<file path="src/rtl/adder_clock.sv">
module adder_clock #(
  parameter int SEC_W  = 32,
  parameter int NS_W   = 32,
  parameter int FRAC_W = 32,
  parameter int STEP_W = 32,
  parameter int DATA_W = 32,
  parameter int ADDR_W = 3,
  parameter longint unsigned NS_PER_SEC = 64'd1000000000,
  parameter logic [NS_W+FRAC_W-1:0] RESET_INC = {NS_W'(10), FRAC_W'(0)},
  localparam int TIME_W = SEC_W + NS_W + FRAC_W
) (
  input  logic              clk,
  input  logic              rst_n,
  input  logic              tick,
  input  logic              wr_en,
  input  logic [ADDR_W-1:0] wr_addr,
  input  logic [DATA_W-1:0] wr_data,
  input  logic              snap,
  output logic [TIME_W-1:0] now_time,
  output logic [TIME_W-1:0] snap_time
);
  localparam int FINE_W = NS_W + FRAC_W;
  localparam int CNT_W  = DATA_W - 1;
  localparam logic [FINE_W:0] WRAP_FINE = {1'b0, NS_W'(NS_PER_SEC), FRAC_W'(0)};
  localparam logic [ADDR_W-1:0] A_RATE_FRAC = ADDR_W'(0);
  localparam logic [ADDR_W-1:0] A_RATE_NS   = ADDR_W'(1);
  localparam logic [ADDR_W-1:0] A_STEP      = ADDR_W'(2);
  localparam logic [ADDR_W-1:0] A_AMORT     = ADDR_W'(3);
  localparam logic [ADDR_W-1:0] A_LEAP      = ADDR_W'(4);
  localparam logic [1:0] LEAP_NONE = 2'd0;
  localparam logic [1:0] LEAP_INS  = 2'd1;
  localparam logic [1:0] LEAP_DEL  = 2'd2;

  logic [SEC_W-1:0]  sec_q;
  logic [FINE_W-1:0] fine_q;
  logic [FINE_W-1:0] base_q;
  logic [FRAC_W-1:0] frac_stage_q;
  logic [STEP_W-1:0] step_stage_q;
  logic [STEP_W-1:0] step_q;
  logic              neg_q;
  logic [CNT_W-1:0]  cnt_q;
  logic [1:0]        leap_q;
  logic [TIME_W-1:0] snap_q;

  wire               amo_on   = cnt_q != '0;
  wire  [FINE_W-1:0] step_ext = FINE_W'(step_q);
  wire  [FINE_W-1:0] eff_inc  = !amo_on ? base_q :
                                neg_q   ? base_q - step_ext : base_q + step_ext;
  wire  [FINE_W:0]   sum      = {1'b0, fine_q} + {1'b0, eff_inc};
  wire               wrap     = sum >= WRAP_FINE;
  wire  [FINE_W:0]   sum_wrap = sum - WRAP_FINE;
  wire  [FINE_W-1:0] fine_nx  = wrap ? sum_wrap[FINE_W-1:0] : sum[FINE_W-1:0];

  logic [SEC_W-1:0] sec_nx;
  always_comb begin
    sec_nx = sec_q;
    if (wrap) begin
      case (leap_q)
        LEAP_INS: sec_nx = sec_q;
        LEAP_DEL: sec_nx = sec_q + SEC_W'(2);
        default:  sec_nx = sec_q + SEC_W'(1);
      endcase
    end
  end

  wire              wr_rate  = wr_en && wr_addr == A_RATE_NS;
  wire              wr_amo   = wr_en && wr_addr == A_AMORT;
  wire [FINE_W-1:0] new_base = {NS_W'(wr_data), frac_stage_q};
  wire              req_neg  = wr_data[DATA_W-1];
  wire [CNT_W-1:0]  req_cnt  = CNT_W'(wr_data[DATA_W-2:0]);
  wire              req_ok   = !req_neg || (FINE_W'(step_stage_q) < base_q);
  wire              kill     = wr_rate && amo_on && neg_q && (new_base <= step_ext);

  always_ff @(posedge clk) begin
    if (!rst_n) begin
      sec_q        <= '0;
      fine_q       <= '0;
      base_q       <= RESET_INC;
      frac_stage_q <= '0;
      step_stage_q <= '0;
      step_q       <= '0;
      neg_q        <= 1'b0;
      cnt_q        <= '0;
      leap_q       <= LEAP_NONE;
      snap_q       <= '0;
    end else begin
      if (tick) begin
        sec_q  <= sec_nx;
        fine_q <= fine_nx;
        if (wrap) leap_q <= LEAP_NONE;
      end
      if (snap) snap_q <= {sec_q, fine_q};

      if (wr_amo && req_ok) begin
        cnt_q  <= req_cnt;
        neg_q  <= req_neg;
        step_q <= step_stage_q;
      end else if (kill) begin
        cnt_q <= '0;
      end else if (tick && amo_on) begin
        cnt_q <= cnt_q - CNT_W'(1);
      end

      if (wr_en) begin
        case (wr_addr)
          A_RATE_FRAC: frac_stage_q <= FRAC_W'(wr_data);
          A_RATE_NS:   base_q       <= new_base;
          A_STEP:      step_stage_q <= STEP_W'(wr_data);
          A_LEAP:      if (wr_data[1:0] != 2'd3) leap_q <= wr_data[1:0];
          default: ;
        endcase
      end
    end
  end

  assign now_time  = {sec_q, fine_q};
  assign snap_time = snap_q;
endmodule

</file>
<file path="config.mk">
export PLATFORM = sky130hd
export DESIGN_NAME = adder_clock
export DESIGN_NICKNAME = d
export VERILOG_FILES = /design/src/rtl/adder_clock.sv
export SDC_FILE = /design/constraint.sdc
export NUM_CORES = 1
export LEC_CHECK = 0
export BUFFER_PORTS_ARGS = -buffer_cell sky130_fd_sc_hd__buf_4
export CAP_MARGIN = 20
export CELL_PAD_IN_SITES_DETAIL_PLACEMENT = 2
export CELL_PAD_IN_SITES_GLOBAL_PLACEMENT = 2
export CORE_ASPECT_RATIO = 0.5
export CORE_UTILIZATION = 30
export DETAILED_ROUTE_END_ITERATION = 8
export HOLD_SLACK_MARGIN = 0.08
export PLACE_DENSITY = 0.76
export SLEW_MARGIN = 30
export SYNTH_ARGS = -nofsm -noshare
export SYNTH_HDL_FRONTEND = slang
export SYNTH_SLANG_ARGS = --single-unit
</file>
<file path="constraint.sdc">
create_clock -name clk -period 23.3 [get_ports clk]
set_input_delay 4.66 -clock clk [delete_from_list [all_inputs] [get_ports clk]]
set_output_delay 4.66 -clock clk [all_outputs]
set_load 0.01 [all_outputs]
</file>
* After elaboration in Yosys (flattened, before gate mapping)
Index checks and enable logic that the tools add are counted.
W data, S select, Z words.
** Cells by class
- Add/subtract/negate cells :: 7
- Multipliers :: 0
- Div/mod/pow operators :: 0
- Order comparisons :: 3
- Equality and inequality tests :: 7
- Shift-type cells :: 0
- Multiplexer cells :: 12
- Bitwise gates (word level) :: 1
- Reduce and logical (&&, ||, !) cells :: 16
** Operators with widths (count)
- $mux W64 :: 3
- $mux W31 :: 3
- $add A64 B64 Y65 :: 1
- $ge A65 B62 Y1 const B :: 1
- $add A64 B32 Y64 :: 1
- $le A64 B32 Y1 :: 1
- $lt A32 B64 Y1 :: 1
- $pmux W32 S2 :: 1
- $sub A64 B32 Y64 :: 1
- $sub A64 B62 Y64 const B :: 1
- $add A32 B1 Y32 const B :: 1
- $add A32 B2 Y32 const B :: 1
- $reduce_bool A31 Y1 :: 1
- $sub A31 B1 Y31 const B :: 1
- $mux W2 :: 5
- $logic_and A1 B1 Y1 :: 7
- $eq A3 B2 Y1 const B :: 2
- $reduce_and A2 Y1 :: 3
- $eq A3 B1 Y1 const B :: 1
- $eq A3 B3 Y1 const B :: 1
- $logic_not A3 Y1 :: 1
- $reduce_and A3 Y1 :: 1
- $reduce_bool A3 Y1 :: 1
- $eq A2 B1 Y1 const B :: 1
- 5 further kinds :: 5
** Word-level totals
- Register bits :: 386
- Bits in latches :: 0
- Bits in writable memories :: 0
- Bits in read-only memories :: 0
- Input port bits :: 40
- Output and inout bits :: 192
- Word-level logic and storage cells :: 56
- Memories kept :: 0

* Logic depth before layout (Yosys ltp)
Gate-level depths: netlist of the first run.
- Depth after elaboration :: 10
- Gate-level depth with buffers :: 45
- Depth with buffers taken out :: 41

* Worst setup path after synthesis of the first run
No wires, ideal clock.
- Path type :: flip-flop to flip-flop
- From :: register step_q[6]
- To :: register sec_q[26]
- Setup time :: 0.135 ns
- Data arrival time :: 8.192 ns
- Required time :: 23.165 ns
- Path slack :: 14.973 ns
- Stages on the path, launching flop included :: 39
- Buffers on the path :: 3
- Period minus slack after synthesis :: 8.327 ns
- Cells stage by stage :: dfxtp_1 -> nor4_1 -> nand3_1 -> nor2_1 -> nand3_1 -> nor4b_1 -> a21oi_1 -> xnor2_1 -> ha_1 -> and4_1 -> and4_1 -> and3_1 -> o211ai_1 -> and3_1 -> clkbuf_1 -> o211a_1 -> nor4_1 -> o211ai_1 -> [3 not listed] -> o21ai_0 -> ha_1 -> buf_2 -> a21oi_2 -> o31ai_1 -> a31oi_1 -> o211ai_1 -> a2111oi_4 -> nor2_4 -> xor2_1 -> nand4_2 -> or2_1 -> nor4_4 -> a221o_2 -> nand2_2 -> buf_4 -> o311ai_0 -> o41ai_1
** Between the ends
- Cells in the longest elaborated chain, start to end :: 6
- Elaborated cells on any way between the ends :: 7
- Classes of those cells :: 3 x add/sub; 1 x order compare; 2 x mux; 1 x reduce/logical
** RTL lines
- from (decl) :: line 39 : logic [STEP_W-1:0] step_q;
- from (signal assigned) :: line 97 : step_q <= step_stage_q;
- $add A64 B32 Y64 or $sub A64 B32 Y64 (tied branches) :: line 48 : neg_q ? base_q - step_ext : base_q + step_ext;
- $mux W64 * :: line 48
- $mux W64 * :: line 47 : wire [FINE_W-1:0] eff_inc = !amo_on ? base_q :
- $add A64 B64 Y65 * :: line 49 : wire [FINE_W:0] sum = {1'b0, fine_q} + {1'b0, eff_inc};
- $ge A65 B62 Y1 * :: line 50 : wire wrap = sum >= WRAP_FINE;
- $reduce_and A3 Y1 (no source line) *
- to (signal assigned) :: line 88 : sec_q <= sec_nx;
- to (decl) :: line 34 : logic [SEC_W-1:0] sec_q;
Every way passes the cells marked *; elsewhere a longest branch is shown, timed or not.
A chain may end at the register's enable or synchronous reset.

* Worst setup path in the final report of the first run
- From :: register step_q[6]
- To :: register sec_q[31]
Same word-level chain as after synthesis.

==> impl_summary.txt, run 1 <==
----------------------------------------------------
[STA]
  Actual slew at the worst max-slew pin ... 952 ps
  Total count of hold-check failures in the final report ... 0
  Fmax achieved ... 0.0909 GHz
  Relative slew margins ... 36.5%
  Number of pins exceeding their max-slew limit in the final report ... 0
  Final critical-path required period ... 11000 ps
  Unrepaired setup endpoints after global routing ... no
  Worst hold-check slack ... 480 ps
  Share of the clock period used by the worst path ... 47.2%
  Final setup violation count ... 0
  Fin Setup TNS ... 0 ps
  Worst-case clock skew ... 18.8 ps

[Hold path]
  Hold path startpoint ... base_q[7]$_SDFFE_PN0P_
  Hold Crit Depth ... 2
  Worst min path class ... flop to flop
  Hold-critical path endpoint ... base_q[7]$_SDFFE_PN0P_

[Global route]
  Overall Global Routing Usage ... 25.1%
  Largest net degree at the start of global routing ... 104
  Wire length of the first global-routing pass ... 175000 um
  Vias in the first global route ... 28.1k
  Initial antenna violation count ... 1
  Total gr overflow ... 0

[Placed design]
  Number of input and output port buffers inserted ... 231
  Final estimated routing congestion in global placement ... 0.915
  Dpl hpwl ... 87900 um
  Cell total after placement ... 4737

[Finish]
  Syn-to-layout area delta ... 16.6%
  Final layout net count ... 3856
  Layout cells sized above 1 ... 11.5%
  Cell Count, Final, Fillers Out ... 4819

[Synth]
  Post-synthesis instance area ... 26500 um2
  Top cells by count, synth ... 500 x nand2_1, 410 x nor2_1, 386 x dfxtp_1
  Area share of the leading cell type in the synthesized netlist ... 29.2%
  Largest area contributor in the netlist ... dfxtp_1
  Number of enable-type register cells in the synthesized netlist ... 0
  Cell variety after synth ... 108
  Register bit total from synthesis ... 386
  Share of synthesized area occupied by flip-flops and latches ... 29.2%
  Number of nets in the synthesized netlist ... 3727
  Count leader, synth ... nand2_1
  Cell types occupying the most area after synthesis ... dfxtp_1 29%, ha_1 9.5%, a21oi_1 7.1%, nand2_1 7.1%, nor2_1 5.8%
  Share of async-settable or async-resettable flops after synthesis ... 0%
  Number of warning messages in the yosys log ... 0
  Synthesized area divided by synthesized cell count ... 7.59 um2
  Synth Instances ... 3485
  Top_reg_cell synth ... dfxtp_1

[Setup path]
  Slowest-stage cell, CP ... and3_1
  Reg2Reg Capture Point ... sec_q[31]$_SDFFE_PN0P_
  Worst setup path category ... flop to flop
  Startpoint of the lowest-slack register-to-register path ... step_q[6]$_SDFFE_PN0P_
  Type of destination of the critical path ... flop
  CP arrival ... 11520 ps
  Required time of the critical path ... 23830 ps
  Gate family responsible for the most delay along the worst path ... simple AND/OR/NAND/NOR gates
  Stage delay of the slowest cell on the critical path ... 750 ps
  Depth of the most critical reg-to-reg path ... 41
  Crit path max fanout ... 28
  Reg2Reg Setup Slack ... 12300 ps
  Type of element launching the critical path ... flop
  Worst path most repeated cell ... a21oi_1
  Levels on crit path ... 41
  Buffers & Inverters on Critical Path ... 2

[Detailed routing]
  Detailed Routing Iterations Pass 1 ... 5
  Detailed Route WL ... 115000 um
  Vias per cell ... 5.60
  Total number of vias ... 27.0k
  DRT antenna net count ... 0
  Count of unresolved DRC violations after routing ... 0
  Routed length per placed instance ... 23.9 um
  DRC marker count from the first detailed-route iteration ... 1646

[Die]
  Die Footprint ... 89500 um2
  Rows ... 76
  Initial core utilization ... 30.5%
  Width of the die ... 422 um
  Count of boundary I/O pins ... 232
  Placeable Area ... 86700 um2
  Die span in y ... 212 um

[Clock network]
  Post-cts hold buffer count ... 0
  Clock tree from TritonCTS ... built
  Number of H-tree levels ... 2
  Clock-pin slew on the worst setup and hold paths ... 70 ps
  Number of buffers on the longest clock path ... 3
  Num CTS Buffers ... 44
  Post-CTS setup repair buffer count ... 0
  Insertion delay to the later sink of the worst-skew pair ... 610 ps
  Total of cells resized after clock tree synthesis ... 0
  Clock tree sinks ... 386
  Root buffer cell ... clkbuf_16

[Pwr]
  Worst ir drop on vdd ... 74.2 uV
  Power density cells ... 116 nW/um2
  Post-route total power ... 3590 uW
  Leakage dissipation ... 0.0128 uW

[Status]
  Run status ... finished, final reports clean

[Run]
  Max-capacitance violation count ... 0

----------------------------------------------------
==> sequential cells by signal, summed over array words and instances, names as in the netlist <==
name	flops
cnt_q	31
step_stage_q	32
sec_q	32
fine_q	64
neg_q	1
leap_q	2
step_q	32
snap_time	96
frac_stage_q	32
base_q	64
==> worst reg2reg max path: cells and delay by family, from the launching register on <==
family | cells | cell delay (ps)
AOI/OAI and AO/OA | 16 | 3770
xor gates and xnor gates | 2 | 440
adders and majority gates | 3 | 1080
buffers and inverters | 2 | 200
DFF | 1 | 340
muxes | 1 | 140
and+or+nand+nor | 17 | 4940
==> power breakdown <==
part	leakage (uW)	internal, uW	switching [uW]
clock network	0.000788	469	327
logic	0.00885	702	1270
registers	0.00313	722	95.6
==> placed cells by master (no fill, tap or decap), types with 34 or more instances in the layout <==
cell and instances:
nand4_1 63, nand2b_1 34, nand2_1 500, nor4_1 46, inv_1 112, clkbuf_16 46, nor2_1 406, nand3_1 82
mux2i_1 137, xor2_1 64, xnor2_1 102, ha_1 200, dfxtp_1 385, buf_4 258, a21oi_1 378, o21ai_0 177
nor3_1 53, a21o_1 97
==> layer usage <==
layer	GRT usage [%]	routed length (um)	vias up
met5	0	0	-
met4	5.97	2490	0
met3	2.93	4130	123
met2	40.2	50900	452
met1	35.8	57500	13800
li1	-	-	12700
==> worst max-delay path by stage <==
stage                           startpoint                      to  slack, ps
detailed placement  step_q[6]$_SDFFE_PN0P_  sec_q[31]$_SDFFE_PN0P_      12490
CTS                 step_q[6]$_SDFFE_PN0P_  sec_q[31]$_SDFFE_PN0P_      12440
finish              step_q[6]$_SDFFE_PN0P_  sec_q[31]$_SDFFE_PN0P_      12300
global placement    step_q[6]$_SDFFE_PN0P_  sec_q[31]$_SDFFE_PN0P_      12940
global route        step_q[6]$_SDFFE_PN0P_  sec_q[31]$_SDFFE_PN0P_      11350
floorplan           step_q[6]$_SDFFE_PN0P_  sec_q[26]$_SDFFE_PN0P_      14970
==> cell type report <==
cell class                 count  area, um2
timing repair buffer         261       1990
multi-input combinational   2806      17600
fill                        9996      55900
clock buffer                  62       1340
tap                         1170       1460
clock inverter                18        270
antenna                        1       2.50
inverter                     115        439
sequential                   386       7730
==> stage by stage <==
| step | worst slack, ps | util [%] | cell area (um2) |
|---|---|---|---|
| final | 12300 | 35.6 | 30900 |
| after floorplan | 14970 | - | 26500 |
| after global placement | 12940 | 33.7 | 29200 |
| after global routing | 11350 | 35.6 | 30800 |
| after CTS | 12440 | 35.5 | 30800 |
| after detailed placement | 12490 | 33.7 | 29200 |
==> cells by family after synthesis <==
family / Yosys count / synth area share [%]
XOR/XNOR: 166 / 5.49
flip-flops: 386 / 29.2
AND/OR/NAND/NOR: 1360 / 23.6
adder cells (fa/ha/maj): 202 / 9.61
AO/OA/AOI/OAI: 938 / 22.4
multiplexers: 140 / 5.31
buffers and inverters: 293 / 4.39
Note: power is estimated with default switching activity, not from simulation.
==> run 2, diff against run 1 <==
Settings changed: PLACE_DENSITY 0.76 to 0.79.
Clock period 23.3 ns to 10.1 ns, I/O delays scaled along.
==> run 2 against run 1 <==
Effect of this change: first-iteration DRC count rose by 3.8%; power up 130%; wire length rose by 0.25%; register-to-register slack got worse by 12000 ps; utilization about the same; critical path type unchanged; critical endpoint is now fine_q[57]$_SDFFE_PN0P_; largest cell class unchanged; largest power group unchanged.
==> impl_summary.txt, run 2 (synthesized netlist as in run 1, its figures left out) <==
----------------------------------------------------
[Clock network]
  Number of H-tree levels ... 2 (unchanged)
  Num CTS Buffers ... 43 (-2.3%)
  Clock tree sinks ... 386 (unchanged)
  Clock tree from TritonCTS ... built
  Root buffer cell ... clkbuf_16
  Number of buffers on the longest clock path ... 3 (unchanged)
  Insertion delay to the later sink of the worst-skew pair ... 600 ps (about the same)
  Clock-pin slew on the worst setup and hold paths ... 70 ps (about the same)

[STA]
  Relative slew margins ... 21.5% (-15 points)
  Worst-case clock skew ... 14.5 ps (-4.32 ps)
  Final setup violation count ... 0 (unchanged)
  Number of pins exceeding their max-slew limit in the final report ... 0 (unchanged)
  Total count of hold-check failures in the final report ... 0 (unchanged)
  Fmax achieved ... 0.105 GHz (+16%)
  Final critical-path required period ... 9480 ps (-1510 ps)
  Fin Setup TNS ... 0 ps (unchanged)
  Post-route worst setup slack ... 617 ps (-11690 ps)
  Share of the clock period used by the worst path ... 93.9% (+47 points)
  Unrepaired setup endpoints after global routing ... no
  Actual slew at the worst max-slew pin ... 1170 ps (+213 ps)
  Worst hold-check slack ... 484 ps (+3.01 ps)

[Detailed routing]
  Routed length per placed instance ... 23.9 um (+0.16%)
  Vias per cell ... 5.62 (+0.32%)
  DRT antenna net count ... 0 (unchanged)
  DRC marker count from the first detailed-route iteration ... 1709 (+3.8%)
  Detailed Routing Iterations Pass 1 ... 5 (unchanged)
  Detailed Route WL ... 115000 um (+0.25%)
  Count of unresolved DRC violations after routing ... 0 (unchanged)
  Total number of vias ... 27.1k (+0.40%)

[Die]
  Placeable Area ... 86700 um2 (unchanged)
  Die span in y ... 212 um (unchanged)
  Width of the die ... 422 um (unchanged)
  Die Footprint ... 89500 um2 (unchanged)
  Initial core utilization ... 30.5% (unchanged)
  Rows ... 76 (unchanged)
  Count of boundary I/O pins ... 232 (unchanged)

[Finish]
  Most frequent standard cell in the layout excluding fill and tap cells ... nand2_1
  Layout cells sized above 1 ... 11.5% (+0.066 points)
  Ant. Diodes ... 0 (-1)
  Summed area of non-filler cells in the final layout ... 30800 um2 (about the same)
  Max reg flops ... 96 (unchanged)
  Commonest cells after routing, fill and taps aside ... 500 x nand2_1, 406 x nor2_1, 385 x dfxtp_1
  Syn-to-layout area delta ... 16.5% (about the same)
  Fillers ... 10.1k (+0.97%)
  Final layout net count ... 3866 (+0.26%)
  Cell Count, Final, Fillers Out ... 4823 (+0.083%)

[Global route]
  Wire length of the first global-routing pass ... 175000 um (about the same)
  Overall Global Routing Usage ... 24.9% (-0.15 points)
  Initial antenna violation count ... 3 (+2)
  Largest net degree at the start of global routing ... 121 (+16%)
  Vias in the first global route ... 28.3k (+0.63%)
  Total gr overflow ... 0 (unchanged)

[Setup path]
  Type of destination of the critical path ... flop
  Worst path most repeated cell ... a21oi_1
  Stage delay of the slowest cell on the critical path ... 530 ps (-220 ps)
  Buffers & Inverters on Critical Path ... 2 (unchanged)
  Slowest-stage cell, CP ... or4b_4
  Gate family responsible for the most delay along the worst path ... compound AO/OA/AOI/OAI gates
  Crit path max fanout ... 8 (-71%)
  Worst setup path category ... flop to flop
  CP arrival ... 10000 ps (-1520 ps)
  Type of element launching the critical path ... flop
  Required time of the critical path ... 10620 ps (-13210 ps)

[Run]
  Max-capacitance violation count ... 0 (unchanged)

[Pwr]
  Power density cells ... 269 nW/um2 (+130%)
  Leakage dissipation ... 0.0128 uW (about the same)
  Worst ir drop on vdd ... 127 uV (+72%)

[Placed design]
  Dpl hpwl ... 87200 um (-0.81%)
  Cell total after placement ... 4747 (+0.21%)
  Number of input and output port buffers inserted ... 231 (unchanged)
  Final estimated routing congestion in global placement ... 0.908 (-0.71%)
  Post-placement worst setup slack ... 84.8 ps (-12410 ps)
  Post-Place Cell Area ... 29300 um2 (+0.22%)

[Status]
  Run status ... finished, final reports clean

[Hold path]
  Worst min path class ... flop to flop

----------------------------------------------------
## run 2: cell type report
class	instances	area (um2)	share of cell area, %
Tap cell	1170	1460	4.75
Timing Repair Buffer	272	2050	6.66
Sequential cell	386	7730	25.1
Clock inverter	13	269	0.872
Multi-Input combinational cell	2806	17600	57.2
Clock buffer	61	1240	4.03
Inverter	115	439	1.42
## run 2: repair_timing
action	in CTS	in global routing
buffers inserted	0	2
hold buffers	0	0
gates resized for setup	0	8
setup endpoints to repair	0	57
## run 2: path summary, 6_finish.rpt
check                                 from                       to  slack (ps)  cells past startpoint
max                 step_q[6]$_SDFFE_PN0P_  fine_q[57]$_SDFFE_PN0P_         620                     41
min          frac_stage_q[30]$_SDFFE_PN0P_  base_q[30]$_SDFFE_PN0P_         480                      2
max reg2reg         step_q[6]$_SDFFE_PN0P_  fine_q[57]$_SDFFE_PN0P_         620                     41
min reg2reg  frac_stage_q[30]$_SDFFE_PN0P_  base_q[30]$_SDFFE_PN0P_         480                      2
## run 2: where the power goes
group | switching (uW) | internal [uW]
clock | 717 | 1060
combinational | 2950 | 1670
sequential | 223 | 1670
total | 3890 | 4400
## run 2: stage by stage
| stage | utilization (%) | power (uW) |
|---|---|---|
| finish | 35.6 | 8290 |
| global route | 35.6 | 8740 |
| CTS | 35.5 | 8230 |
| detailed placement | 33.8 | 6410 |
| global placement | 33.8 | 6260 |
| floorplan | - | 4940 |
## run 2: worst min-delay path, cell delays in order (launching register included)
cell and delay, ps:
dfxtp_1 330, nand2_1 60, a21oi_1 50
## run 2: routing by layer
layer / wire length (um) / GRT usage, % / vias to the layer above / share of wire (%)
li1: - / - / 12700 / -
met1: 56400 / 35.0 / 13800 / 49
met2: 51800 / 40.8 / 503 / 45
met3: 4880 / 3.10 / 126 / 4.2
met4: 2300 / 5.45 / 2 / 2.0
met5: 13 / 0 / - / 0.011
==> run 3, diff against run 2 <==
Settings changed: ABC_AREA set to 1, PLACE_DENSITY 0.79 to 0.84.
==> run 3 against run 2 <==
Effect of this change: utilization down 0.77 points; clock power about the same; via count up 32%; first-iteration DRC count up 16%; global-route usage up 3.4 points; largest cell class unchanged; combinational power down 5.8%; sequential share of layout area down 3.5 points; worst setup slack better by 140 ps; register-to-register slack better by 140 ps; wire length up 33%; critical endpoint is now sec_q[29]$_SDFFE_PN0P_; critical path depth up 4.
==> impl_summary.txt, run 3 <==
----------------------------------------------------
[Synth]
  Top cells by count, synth ... 1222 x nand2_1, 743 x inv_1, 673 x nor2_1
  Area share of the leading cell type in the synthesized netlist ... 24.7% (-4.5 points)
  Register bit total from synthesis ... 386 (unchanged)
  Count leader, synth ... nand2_1
  Share of synthesized area occupied by flip-flops and latches ... 24.7% (-4.5 points)
  Share of async-settable or async-resettable flops after synthesis ... 0% (unchanged)
  Number of warning messages in the yosys log ... 0 (unchanged)
  Number of nets in the synthesized netlist ... 5395 (+45%)
  Cell types occupying the most area after synthesis ... dfxtp_1 25%, nand2_1 15%, inv_1 8.9%, nor2_1 8.1%, ha_1 8.0%
  Post-synthesis instance area ... 31200 um2 (+18%)
  Top_reg_cell synth ... dfxtp_1
  Number of enable-type register cells in the synthesized netlist ... 0 (unchanged)
  Synthesized area divided by synthesized cell count ... 6.06 um2 (-20%)
  Cell variety after synth ... 58 (-46%)
  Largest area contributor in the netlist ... dfxtp_1
  Synth Instances ... 5153 (+48%)

[Setup path]
  Depth of the most critical reg-to-reg path ... 45 (+9.8%)
  Startpoint of the lowest-slack register-to-register path ... step_q[2]$_SDFFE_PN0P_
  Stage delay of the slowest cell on the critical path ... 590 ps (+60 ps)
  Reg2Reg Setup Slack ... 760 ps (+140 ps)
  Type of destination of the critical path ... flop
  Worst path most repeated cell ... nor2_1
  Slowest-stage cell, CP ... o21ai_0
  Reg2Reg Capture Point ... sec_q[29]$_SDFFE_PN0P_
  Type of element launching the critical path ... flop
  Worst setup path category ... flop to flop
  Crit path max fanout ... 23 (+15)
  CP arrival ... 9790 ps (-210 ps)
  Required time of the critical path ... 10560 ps (-60 ps)

[Placed design]
  Cell total after placement ... 6637 (+40%)
  Post-placement worst setup slack ... 214 ps (+129 ps)
  Dpl hpwl ... 122000 um (+40%)
  Final estimated routing congestion in global placement ... 0.979 (+7.8%)
  Number of input and output port buffers inserted ... 231 (unchanged)

[STA]
  Number of pins exceeding their max-slew limit in the final report ... 0 (unchanged)
  Fin Setup TNS ... 0 ps (unchanged)
  Relative slew margins ... 39.6% (+18 points)
  Fmax achieved ... 0.107 GHz (+1.6%)
  Worst-case clock skew ... 57.8 ps (+43.3 ps)
  Post-route worst setup slack ... 762 ps (+145 ps)
  Actual slew at the worst max-slew pin ... 906 ps (-260 ps)
  Worst hold-check slack ... 500 ps (+16.2 ps)
  Final setup violation count ... 0 (unchanged)
  Unrepaired setup endpoints after global routing ... no
  Final critical-path required period ... 9340 ps (-145 ps)
  Share of the clock period used by the worst path ... 92.5% (-1.4 points)
  Total count of hold-check failures in the final report ... 0 (unchanged)

[Die]
  Count of boundary I/O pins ... 232 (unchanged)
  Rows ... 83 (+9.2%)
  Initial core utilization ... 30.3% (-0.18 points)
  Placeable Area ... 103000 um2 (+19%)
  Die span in y ... 230 um (+8.5%)
  Die Footprint ... 105000 um2 (+18%)
  Width of the die ... 458 um (+8.6%)

[Clock network]
  Num CTS Buffers ... 44 (+2.3%)
  Clock tree from TritonCTS ... built
  Root buffer cell ... clkbuf_16
  Clock tree sinks ... 386 (unchanged)
  Clock-pin slew on the worst setup and hold paths ... 70 ps (about the same)
  Post-CTS setup repair buffer count ... 0 (unchanged)
  Post-cts hold buffer count ... 0 (unchanged)
  Number of H-tree levels ... 2 (unchanged)
  Number of buffers on the longest clock path ... 3 (unchanged)
  Insertion delay to the later sink of the worst-skew pair ... 650 ps (+50 ps)

[Pwr]
  Part of the power in the clock network ... 21.7% (+0.3 points)
  Leakage dissipation ... 0.0175 uW (+37%)
  Fraction of power spent switching nets ... 51.8% (+4.8 points)
  Share of power burned in registers ... 23.9% (+1.1 points)
  Combinational Power Share ... 54.4% (-1.4 points)
  Power density cells ... 223 nW/um2 (-17%)
  Sw power ... 4140 uW (+6.5%)
  Worst ir drop on vdd ... 116 uV (-8.9%)
  Internal ... 3860 uW (-12%)

[Global route]
  Initial antenna violation count ... 0 (-3)
  Wire length of the first global-routing pass ... 232000 um (+32%)
  Overall Global Routing Usage ... 28.3% (+3.4 points)
  Largest net degree at the start of global routing ... 193 (+60%)
  Vias in the first global route ... 38.3k (+36%)
  Total gr overflow ... 0 (unchanged)

[Finish]
  Max reg flops ... 96 (unchanged)
  Cell Count, Final, Fillers Out ... 6721 (+39%)
  Most frequent standard cell in the layout excluding fill and tap cells ... nand2_1
  Area of combinational cells with multiple inputs ... 19900 um2 (+13%)
  Final layout net count ... 5525 (+43%)
  Commonest cells after routing, fill and taps aside ... 1220 x nand2_1, 741 x inv_1, 668 x nor2_1
  Finished Core Util ... 34.8% (-0.77 points)
  Layout cells sized above 1 ... 9.84% (-1.7 points)
  Fillers ... 12.8k (+27%)
  Register area ... 7730 um2 (about the same)
  Syn-to-layout area delta ... 14.7%

[Detailed routing]
  Count of unresolved DRC violations after routing ... 0 (unchanged)
  DRT antenna net count ... 0 (unchanged)
  DRC marker count from the first detailed-route iteration ... 1979 (+16%)
  Routed length per placed instance ... 22.9 um (-4.2%)
  Detailed Routing Iterations Pass 1 ... 7 (+2)
  Total number of vias ... 35.9k (+32%)
  Detailed Route WL ... 154000 um (+33%)
  Vias per cell ... 5.34 (-5.0%)

[Hold path]
  Hold-critical path endpoint ... sec_q[31]$_SDFFE_PN0P_
  Hold Crit Depth ... 2 (unchanged)
  Worst min path class ... flop to flop
  Hold path startpoint ... sec_q[31]$_SDFFE_PN0P_

[Status]
  Run status ... finished, final reports clean

[Run]
  Max-capacitance violation count ... 0 (unchanged)

----------------------------------------------------
-- run 3: changes by cell type in the layout (fill, tap and decap cells not counted), sizes merged, moves of 39 or more --
cell,previous run,this run
o21ai,196,471
nand2,503,1243
inv,114,779
mux2i,137,1
xor2,64,147
xnor2,102,31
a21o,97,6
nand3,83,266
nor2,411,719
a21oi,387,426
-- run 3: metal layers --
metal / up-vias / GRT usage (%) / routed length (um)
met1: 18200 / 37.5 / 71700
met2: 700 / 47.4 / 70800
met5: - / 0 / 0
li1: 16700 / - / -
met3: 254 / 3.26 / 6010
met4: 0 / 9.88 / 5460
-- run 3: power by group through the flow --
stage / combinational [uW] / clock, uW / sequential, uW
after floorplan: 2680 / 0 / 1860
after global placement: 4070 / 0 / 1930
after detailed placement: 4240 / 0 / 1930
after CTS: 4280 / 1770 / 1900
after global routing: 4710 / 1820 / 1920
final: 4350 / 1740 / 1910
-- run 3: per-stage QoR --
stage               total power (uW)  instance area [um2]
floorplan                       4540                31200
global placement                6000                34200
detailed placement              6170                34200
CTS                             7950                35700
global route                    8450                35800
finish                          8000                35800
-- run 3: layout make-up --
class / instances / area share [%]
repair buffers: 263 / 5.62
well taps: 1402 / 4.90
inverters: 780 / 8.18
flip-flops and latches: 386 / 21.6
clock inverters: 26 / 0.835
multi-input cells: 3808 / 55.5
clock buffers: 54 / 3.35
diodes: 2 / 0.0140
-- run 3: cells by family after synthesis --
kind of cell    Yosys count  share of synthesized area (%)
simple gates           2387                           32.4
compound gates         1039                           17.9
buf+inv                 960                           11.8
flops                   386                           24.7
fa+ha+maj               202                           8.14
xor+xnor                178                           4.99
mux                       1                         0.0321
-- run 3: worst max path at each step --
stage                           startpoint  cells past startpoint                      to  slack (ps)
floorplan           step_q[1]$_SDFFE_PN0P_                     52  sec_q[10]$_SDFFE_PN0P_        3250
global placement    step_q[0]$_SDFFE_PN0P_                     48  sec_q[11]$_SDFFE_PN0P_         980
detailed placement  step_q[0]$_SDFFE_PN0P_                     52   sec_q[9]$_SDFFE_PN0P_         210
CTS                 step_q[0]$_SDFFE_PN0P_                     52   sec_q[9]$_SDFFE_PN0P_         170
global route        step_q[1]$_SDFFE_PN0P_                     51  sec_q[29]$_SDFFE_PN0P_          20
finish              step_q[2]$_SDFFE_PN0P_                     45  sec_q[29]$_SDFFE_PN0P_         760
-- run 3: repair_timing --
item / CTS / global route
hold endpoints to repair: 0 / 0
resized for setup: 0 / 5
endpoints found under the setup margin: 0 / 57
-- run 3: critical path: cells and delay by family (launching register included) --
family / cells / cell delay, ps
buffers and inverters: 6 / 780
AOI/OAI and AO/OA: 8 / 1850
adders and majority gates: 2 / 920
and+or+nand+nor: 28 / 5080
xor gates and xnor gates: 1 / 170
DFF: 1 / 340
